$ cat src/rtl/sdram_init_pkg.sv
// Shared definitions for the SDRAM initialization sequencer.
// Assumes the command is presented as {cs_n, ras_n, cas_n, we_n}.
package sdram_init_pkg;

    typedef enum logic [3:0] {
        CMD_NOP = 4'b0111,
        CMD_PRE = 4'b0010,
        CMD_MRS = 4'b0000,
        CMD_REF = 4'b0001
    } sdram_cmd_e;

    typedef enum logic [2:0] {
        ST_PAUSE,
        ST_PRE,
        ST_WAIT_RP,
        ST_MRS,
        ST_WAIT_MRD,
        ST_REF,
        ST_WAIT_RFC,
        ST_DONE
    } init_state_e;

endpackage

$ cat src/rtl/sdram_init_timer.sv
// Down-counting delay timer. Starts at RST_VAL out of reset, can be
// reloaded, and stops at zero. Assumes RST_VAL fits in W bits.
module sdram_init_timer #(
    parameter int unsigned W       = 16,
    parameter int unsigned RST_VAL = 100
) (
    input  logic         clk,
    input  logic         rst_n,
    input  logic         load,
    input  logic [W-1:0] load_val,
    output logic         zero
);

    logic [W-1:0] cnt;

    // Count down toward zero, or reload when asked.
    always_ff @(posedge clk) begin
        if (!rst_n)
            cnt <= W'(RST_VAL);
        else if (load)
            cnt <= load_val;
        else if (cnt != '0)
            cnt <= cnt - 1'b1;
    end

    assign zero = (cnt == '0);

endmodule

$ cat src/rtl/sdram_init_refcnt.sv
// Counts issued auto-refresh commands and flags when the required
// number has been reached. Assumes inc is never raised past TOTAL.
module sdram_init_refcnt #(
    parameter int unsigned TOTAL = 8
) (
    input  logic clk,
    input  logic rst_n,
    input  logic inc,
    output logic reached
);

    localparam int unsigned RW = $clog2(TOTAL + 1);

    logic [RW-1:0] cnt;

    // Advance once per refresh command.
    always_ff @(posedge clk) begin
        if (!rst_n)
            cnt <= '0;
        else if (inc)
            cnt <= cnt + 1'b1;
    end

    assign reached = (cnt == RW'(TOTAL));


    refcnt_bound_chk: assert property (@(posedge clk) disable iff (!rst_n)
        cnt <= RW'(TOTAL));

endmodule

$ cat src/rtl/sdram_init_mode.sv
// Builds the mode register word from the configuration inputs.
// Field positions follow what the memory decodes; assumes ADDR_W >= 11.
module sdram_init_mode #(
    parameter int unsigned ADDR_W = 12
) (
    input  logic [2:0]        burst,
    input  logic              wrap,
    input  logic [2:0]        cas,
    input  logic              single_wr,
    output logic [ADDR_W-1:0] word
);

    // Place each field at its decoded position, all else zero.
    always_comb begin
        word      = '0;
        word[2:0] = burst;
        word[3]   = wrap;
        word[6:4] = cas;
        word[9]   = single_wr;
    end

endmodule

$ cat src/rtl/sdram_init_seq.sv
// Power-up initialization sequencer for a synchronous DRAM.
// Order: pause with NOPs, precharge-all, mode register set, NUM_REF
// auto-refreshes, then done. All CYC_* timings are in clock cycles
// and must be at least 2 (CYC_PAUSE at least 1). The cfg_* inputs
// must be stable at the mode register set cycle.
module sdram_init_seq
    import sdram_init_pkg::*;
#(
    parameter int unsigned ADDR_W    = 12,
    parameter int unsigned BA_W      = 2,
    parameter int unsigned CYC_PAUSE = 20000,
    parameter int unsigned CYC_RP    = 3,
    parameter int unsigned CYC_MRD   = 2,
    parameter int unsigned CYC_RFC   = 7,
    parameter int unsigned NUM_REF   = 8
) (
    input  logic              clk,
    input  logic              rst_n,
    input  logic [2:0]        cfg_burst,
    input  logic              cfg_wrap,
    input  logic [2:0]        cfg_cas,
    input  logic              cfg_single_wr,
    output logic              cke,
    output logic              dqm,
    output logic              cs_n,
    output logic              ras_n,
    output logic              cas_n,
    output logic              we_n,
    output logic [BA_W-1:0]   ba,
    output logic [ADDR_W-1:0] addr,
    output logic              init_done
);

    localparam int unsigned MAX_A  = (CYC_RP > CYC_MRD) ? CYC_RP : CYC_MRD;
    localparam int unsigned MAX_B  = (MAX_A > CYC_RFC) ? MAX_A : CYC_RFC;
    localparam int unsigned MAX_C  = (MAX_B > CYC_PAUSE) ? MAX_B : CYC_PAUSE;
    localparam int unsigned TW     = $clog2(MAX_C + 1);
    localparam logic [TW-1:0] LD_RP  = TW'(CYC_RP - 2);
    localparam logic [TW-1:0] LD_MRD = TW'(CYC_MRD - 2);
    localparam logic [TW-1:0] LD_RFC = TW'(CYC_RFC - 2);

    init_state_e   st, st_nxt;
    logic          tmr_load, tmr_zero, ref_inc, ref_reached;
    logic [TW-1:0] tmr_val;
    logic [ADDR_W-1:0] mode_word;
    sdram_cmd_e    cmd;
    logic          done_q;

    sdram_init_timer #(.W(TW), .RST_VAL(CYC_PAUSE - 1)) u_timer (
        .clk(clk), .rst_n(rst_n), .load(tmr_load),
        .load_val(tmr_val), .zero(tmr_zero)
    );

    sdram_init_refcnt #(.TOTAL(NUM_REF)) u_refcnt (
        .clk(clk), .rst_n(rst_n), .inc(ref_inc), .reached(ref_reached)
    );

    sdram_init_mode #(.ADDR_W(ADDR_W)) u_mode (
        .burst(cfg_burst), .wrap(cfg_wrap), .cas(cfg_cas),
        .single_wr(cfg_single_wr), .word(mode_word)
    );

    // Select the next step and the timer reload for each wait.
    always_comb begin
        st_nxt   = st;
        tmr_load = 1'b0;
        tmr_val  = '0;
        ref_inc  = 1'b0;
        unique case (st)
            ST_PAUSE:    if (tmr_zero) st_nxt = ST_PRE;
            ST_PRE:      begin st_nxt = ST_WAIT_RP;  tmr_load = 1'b1; tmr_val = LD_RP;  end
            ST_WAIT_RP:  if (tmr_zero) st_nxt = ST_MRS;
            ST_MRS:      begin st_nxt = ST_WAIT_MRD; tmr_load = 1'b1; tmr_val = LD_MRD; end
            ST_WAIT_MRD: if (tmr_zero) st_nxt = ST_REF;
            ST_REF: begin
                st_nxt   = ST_WAIT_RFC;
                tmr_load = 1'b1;
                tmr_val  = LD_RFC;
                ref_inc  = 1'b1;
            end
            ST_WAIT_RFC: if (tmr_zero) st_nxt = ref_reached ? ST_DONE : ST_REF;
            ST_DONE:     st_nxt = ST_DONE;
            default:     st_nxt = ST_PAUSE;
        endcase
    end

    // Hold the current step; reset restarts from the pause.
    always_ff @(posedge clk) begin
        if (!rst_n) st <= ST_PAUSE;
        else        st <= st_nxt;
    end

    // Ready flag, set on entry to the final step and kept until reset.
    always_ff @(posedge clk) begin
        if (!rst_n)                    done_q <= 1'b0;
        else if (st_nxt == ST_DONE)    done_q <= 1'b1;
    end

    // Decode the command and address for the current step.
    always_comb begin
        cmd  = CMD_NOP;
        addr = '0;
        unique case (st)
            ST_PRE: begin cmd = CMD_PRE; addr[10] = 1'b1; end
            ST_MRS: begin cmd = CMD_MRS; addr = mode_word; end
            ST_REF: cmd = CMD_REF;
            default: cmd = CMD_NOP;
        endcase
    end

    assign {cs_n, ras_n, cas_n, we_n} = cmd;
    assign ba        = '0;
    assign cke       = 1'b1;
    assign dqm       = (st != ST_DONE);
    assign init_done = done_q;


    dqm_until_done_chk: assert property (@(posedge clk) disable iff (!rst_n)
        !init_done |-> dqm);


    done_sticky_chk: assert property (@(posedge clk) disable iff (!rst_n)
        init_done |=> init_done);


    done_only_nop_chk: assert property (@(posedge clk) disable iff (!rst_n)
        init_done |-> ({cs_n, ras_n, cas_n, we_n} == CMD_NOP));


    nop_after_mrs_chk: assert property (@(posedge clk) disable iff (!rst_n)
        ({cs_n, ras_n, cas_n, we_n} == CMD_MRS) |=> ({cs_n, ras_n, cas_n, we_n} == CMD_NOP));


    cke_before_mrs_chk: assert property (@(posedge clk) disable iff (!rst_n)
        ({cs_n, ras_n, cas_n, we_n} == CMD_MRS) |-> ($past(cke) && cke));

endmodule

$ cat config.mk
export PLATFORM = sky130hd
export DESIGN_NAME = sdram_init_seq
export DESIGN_NICKNAME = d
export VERILOG_FILES = /design/src/rtl/sdram_init_pkg.sv /design/src/rtl/sdram_init_timer.sv /design/src/rtl/sdram_init_refcnt.sv /design/src/rtl/sdram_init_mode.sv /design/src/rtl/sdram_init_seq.sv
export SDC_FILE = /design/constraint.sdc
export NUM_CORES = 1
export LEC_CHECK = 0
export BUFFER_PORTS_ARGS = -buffer_cell sky130_fd_sc_hd__buf_4
export CORE_UTILIZATION = 58
export CTS_CLUSTER_DIAMETER = 50
export DETAILED_ROUTE_END_ITERATION = 7
export PLACE_DENSITY = 0.9
export SLEW_MARGIN = 30
export SYNTH_ARGS = -nofsm -noshare
export SYNTH_HDL_FRONTEND = slang
export SYNTH_HIERARCHICAL = 1
export SYNTH_SLANG_ARGS = --single-unit
$ cat constraint.sdc
create_clock -name clk -period 3.4 [get_ports clk]
set_input_delay 0.17 -clock clk [delete_from_list [all_inputs] [get_ports clk]]
set_output_delay 0.17 -clock clk [all_outputs]
set_load 0.03 [all_outputs]
# Word-level counts from Yosys, hierarchy flattened
# Cells that the tools add are included.
[word_totals]
register_bits = 23
in_bits = 10
output_inout_bits = 21
[classes]
addsub = 2
eq_ne = 10
muxes = 14
n_reduce_logical = 5
[op_table]
columns = ["op", "n"]
rows = [
  ["two-way mux 15 bit", 2],
  ["case mux 3 bit (8 select lines)", 1],
  ["equality test 3 bit (second input constant)", 5],
  ["logical NOT 15 bit", 1],
  ["nonzero test 15 bit", 1],
  ["subtractor 15 x 1 -> 15 bit (second input constant)", 1],
  ["two-way mux 3 bit", 4],
  ["two-way mux 10 bit", 1],
  ["case mux 3 bit (3 select lines)", 1],
  ["equality test 3 x 2 -> 1 bit (second input constant)", 2],
  ["case mux 3 bit (2 select lines)", 1],
  ["adder 4 x 1 -> 4 bit (second input constant)", 1],
  ["equality test 4 bit (second input constant)", 1],
  ["equality test 3 x 1 -> 1 bit (second input constant)", 1],
  ["logical NOT 3 bit", 1],
  ["two-way mux 1 bit", 3],
  ["!= test 3 bit (second input constant)", 1],
  ["OR reduction 3 bit", 1],
  ["two-way mux 2 bit", 1],
  ["nonzero test 2 bit", 1],
]

# Depth between registers and ports, before layout
[depth]
depth_word = 5
ltp_mapped = 8
ltp_nobuf = 7

# By module
# The synthesis kept the hierarchy.
[modules_own_cells]
columns = ["module", "n_inst", "cells_per_inst", "area_each_um2", "seq_area_each_um2"]
rows = [
  ["sdram_init_timer", 1, 112, 882.1, 300.3],
  ["sdram_init_seq", 1, 46, 352.8, 80.1],
  ["sdram_init_refcnt", 1, 21, 206.4, 80.1],
  ["sdram_init_mode", 1, 13, 93.8, 0.0],
]

# Worst setup path after synthesis
# OpenSTA, ideal clock, no wires.
[synth_path]
path_type = "flip-flop to flip-flop"
start = "register u_timer.cnt[0]"
end = "register u_timer.cnt[12]"
setup_time_ns = 0.074
t_arrival_ns = 2.026
required_ns = 3.326
slack_ns = 1.299
path_stages_with_launch = 7
path_buffers = 0
synth_period_minus_slack_ns = 2.101
cell_sequence = "dfxtp_1 > inv_1 > ha_1 > or4b_4 > or4_4 > or3_1 > a31oi_1"
[synth_between]
elab_chain_cells = 3
elab_cells_between_ends = 5
classes_between = "1 x add/sub; 2 x mux; 2 x reduce/logical"
[synth_rtl]
columns = ["item", "line", "text"]
rows = [
  ["from (decl)", "sdram_init_timer.sv:14", "logic [W-1:0] cnt;"],
  ["from (signal assigned)", "sdram_init_timer.sv:19", "cnt <= W'(RST_VAL);"],
  ["from (signal assigned)", "sdram_init_timer.sv:21", "cnt <= load_val;"],
  ["from (signal assigned)", "sdram_init_timer.sv:23", "cnt <= cnt - 1'b1;"],
  ["subtractor 15 x 1 -> 15 bit", "sdram_init_timer.sv:23", ""],
  ["two-way mux 15 bit", "sdram_init_timer.sv:22", "else if (cnt != '0)"],
  ["two-way mux 15 bit", "sdram_init_timer.sv:20", "else if (load)"],
]
# Parallel ways exist; a longest one is shown, timed or not. The select of a mux whose other input is x is not followed.
# A chain may end at the register's enable or synchronous reset.

# Worst setup path in the final report
# Ends and elaborated chain as after synthesis.

==> flow_metrics.env <==
export IMPL_yosysSeqAreaShare=0.300
export IMPL_synth_cell_type_count=43
export IMPL_hold_viol_final=0
export IMPL_whs_ns=0.185
export IMPL_wirelength_microns=2930
export IMPL_hold_end="u_timer/cnt[10]"
export IMPL_cpPeakStageDelay_ns=0.51
export IMPL_num_antenna_cells=0
export IMPL_cts_buffers=3
export IMPL_critPathTopFamily="simple AND/OR/NAND/NOR gates"
export IMPL_rsz0062_at_grt="no"
export IMPL_dpl_cell_count=241
export IMPL_min_path_type="primary input to register"
export IMPL_internal_power_uw=333
export IMPL_cap_violations=0
export IMPL_cp_max_fo=5
export IMPL_p_clk_frac=0.281
export IMPL_finalCritPeriodShare=0.655
export IMPL_synthToLayoutAreaGrowth_pct=9.86
export IMPL_async_reset_ff_frac=0
export IMPL_rr_startpoint="u_timer/cnt[0]"
export IMPL_htree_num_levels=1
export IMPL_rows=18
export IMPL_nets=229
export IMPL_period_needed_ns=2.23
export IMPL_synth_edff_count=0
export IMPL_p_sw_frac=0.226
export IMPL_cp_end_kind="register"
export IMPL_max_freq_ghz=0.449
export IMPL_first_global_vias=1052
export IMPL_final_setup_tns_ns=0
export IMPL_dr_pass1_iters=4
export IMPL_nFillCells=200
export IMPL_p_seq_frac=0.640
export IMPL_r2r_end="u_timer/cnt[12]"
export IMPL_cts_hold_buf=0
export IMPL_grt_max_degree=25
export IMPL_wl_per_cell_microns=12.0
export IMPL_grt_overflow=0
export IMPL_crit_start="u_timer/cnt[0]"
export IMPL_powerDensity_nw_per_um2=255
export IMPL_finalSetupViolCount=0
export IMPL_worstMarginPinSlew_ns=0.690
export IMPL_cp_num_buf_inv=1
export IMPL_critPathKind="register to register"
export IMPL_hold_start="rst_n"
export IMPL_core_area_sq_um=2500
export IMPL_path_depth=6
export IMPL_slew_violations=0
export IMPL_cts_repair_resized=0
export IMPL_antenna_found_initial=0
export IMPL_start_kind="register"
export IMPL_hpwl_microns=2240
export IMPL_drtIter0Drc=21
export IMPL_path_cells="inv_1, ha_1, or4b_4, or4_4, or3_1, a31oi_1"
export IMPL_numClockSinks=23
export IMPL_port_buffers=23
export IMPL_syn_inst=192
export IMPL_switchingPower_uw=97.2
export IMPL_clockRootBuffer="clkbuf_4"
export IMPL_cts_buffer_depth=2
export IMPL_initial_core_util=0.614
export IMPL_drive_gt1_frac=0.167
export IMPL_dominantRegCellSynth="dfxtp_1"
export IMPL_crit_required_ns=3.64
export IMPL_dieArea_sq_um=2860
export IMPL_ff_latch_area_sq_um=460
export IMPL_crit_slowest_cell="or4_4"
export IMPL_hold_depth=2
export IMPL_ff2ff_setup_slack_ns=1.17
export IMPL_finClkSkew_ns=0.00551
export IMPL_finalWorstSetupSlack_ns=1.17
export IMPL_reg2regPathDepth=6
export IMPL_grt_usage=0.214
export IMPL_die_w_microns=53.5
export IMPL_fin_cells=245
export IMPL_arrival_ns=2.46
export IMPL_power_frac_comb=0.078
export IMPL_cts_tree="built"
export IMPL_die_y_microns=53.5
export IMPL_syn_area_per_cell_sq_um=8.00
export IMPL_postCtsSetupBuffers=0
export IMPL_synth_warnings=6
export IMPL_synth_seq_cells=23
export IMPL_slew_limit_headroom=0.534
export IMPL_p_leak_nw=0.672
export IMPL_multi_input_area_sq_um=948
export IMPL_ir_drop_mv=0.242
export IMPL_syn_cell_area_sq_um=1540
export IMPL_gp_congestion=0.862
export IMPL_drtAntennaViolNets=0
export IMPL_status="finished, final reports clean"
export IMPL_clk_pin_slew_ns=0.12
export IMPL_grt_pass1_wl_microns=4500
export IMPL_io_pins=31
export IMPL_dp_slack_ns=1.20
export IMPL_drc=0
export IMPL_clk_latency_ns=0.30
export IMPL_vias_per_cell=5.49
export IMPL_num_vias=1346
==> state kept, by name, summed over array words and instances (netlist names) <==
signal	flops
u_timer/cnt	15
st	3
u_refcnt/cnt	4
init_done	1
==> placed cells by master, fill, tap and decap left out, types with 4 or more instances in the layout <==
cell type | netlist | routed
mux2i_1 | 4 | 4
o21ai_0 | 12 | 12
nand2b_1 | 6 | 6
conb_1 | 3 | 21
inv_1 | 11 | 11
and2_1 | 12 | 12
or3_1 | 4 | 4
a31oi_1 | 5 | 5
nor3_1 | 6 | 6
a21oi_1 | 9 | 9
nor2b_1 | 5 | 5
buf_4 | 16 | 23
nor2_1 | 8 | 8
nand2_1 | 15 | 15
o211ai_1 | 5 | 5
dfxtp_1 | 23 | 23
==> power groups by stage <==
stage	registers [mW]	logic, mW	clock network [mW]
global placement	0.281	0.0327	0
CTS	0.275	0.0335	0.127
floorplan	0.280	0.0348	0
finish	0.275	0.0337	0.121
detailed placement	0.281	0.0334	0
global route	0.276	0.0379	0.140
==> cell type report <==
class,count,area share
multi-input cells,154,0.562
flip-flops and latches,23,0.273
repair buffers,23,0.102
inverters,11,0.0245
well taps,30,0.0223
clock buffers,4,0.0156
==> cells in the mapped netlist, types with 6 or more instances <==
cell | n | area share
nor2_1 | 8 | 0.020
o21ai_0 | 12 | 0.039
nand2b_1 | 6 | 0.024
inv_1 | 11 | 0.027
nand2_1 | 15 | 0.037
nor3_1 | 6 | 0.020
buf_4 | 16 | 0.078
a21oi_1 | 9 | 0.029
and2_1 | 12 | 0.049
dfxtp_1 | 23 | 0.30
==> worst register-to-register path, cell delays in order, from the launching register on <==
cell	delay, ns
dfxtp_1	0.34
inv_1	0.10
ha_1	0.20
or4b_4	0.50
or4_4	0.51
or3_1	0.36
a31oi_1	0.16
==> stage by stage <==
step / area [sq um] / total power [mW] / utilization
detailed placement: 1660 / 0.315 / 0.664
finish: 1690 / 0.430 / 0.675
global route: 1690 / 0.454 / 0.675
CTS: 1690 / 0.436 / 0.675
global placement: 1660 / 0.314 / 0.664
floorplan: 1600 / 0.315 / -
==> metal layers <==
layer / global-route usage / part of all wire / vias to the layer above
met5: 0 / 0 / -
met4: 0.0789 / 0.010 / 0
met3: 0.0460 / 0.052 / 4
met2: 0.350 / 0.47 / 40
met1: 0.271 / 0.46 / 610
li1: - / - / 692
==> kinds of logic (layout without fill, tap and decap cells) <==
group / Yosys count / count (layout) / synth area share
and+or+nand+nor: 79 / 79 / 0.313
AOI/OAI and AO/OA: 42 / 42 / 0.173
buffers and inverters: 33 / 38 / 0.126
DFF: 23 / 23 / 0.300
muxes: 5 / 5 / 0.0334
xor gates and xnor gates: 4 / 4 / 0.0228
adders and majority gates: 3 / 3 / 0.0245
other: 3 / 21 / 0.00733
==> worst max-delay path by stage <==
| stage | end | slack [ns] |
|---|---|---|
| after floorplan | u_timer/cnt[12] | 1.30 |
| after global placement | u_timer/cnt[12] | 1.27 |
| after detailed placement | u_timer/cnt[12] | 1.20 |
| after CTS | u_timer/cnt[12] | 1.17 |
| after global routing | u_timer/cnt[2] | 1.01 |
| final | u_timer/cnt[12] | 1.17 |
Power figures use the tool's default switching activity.
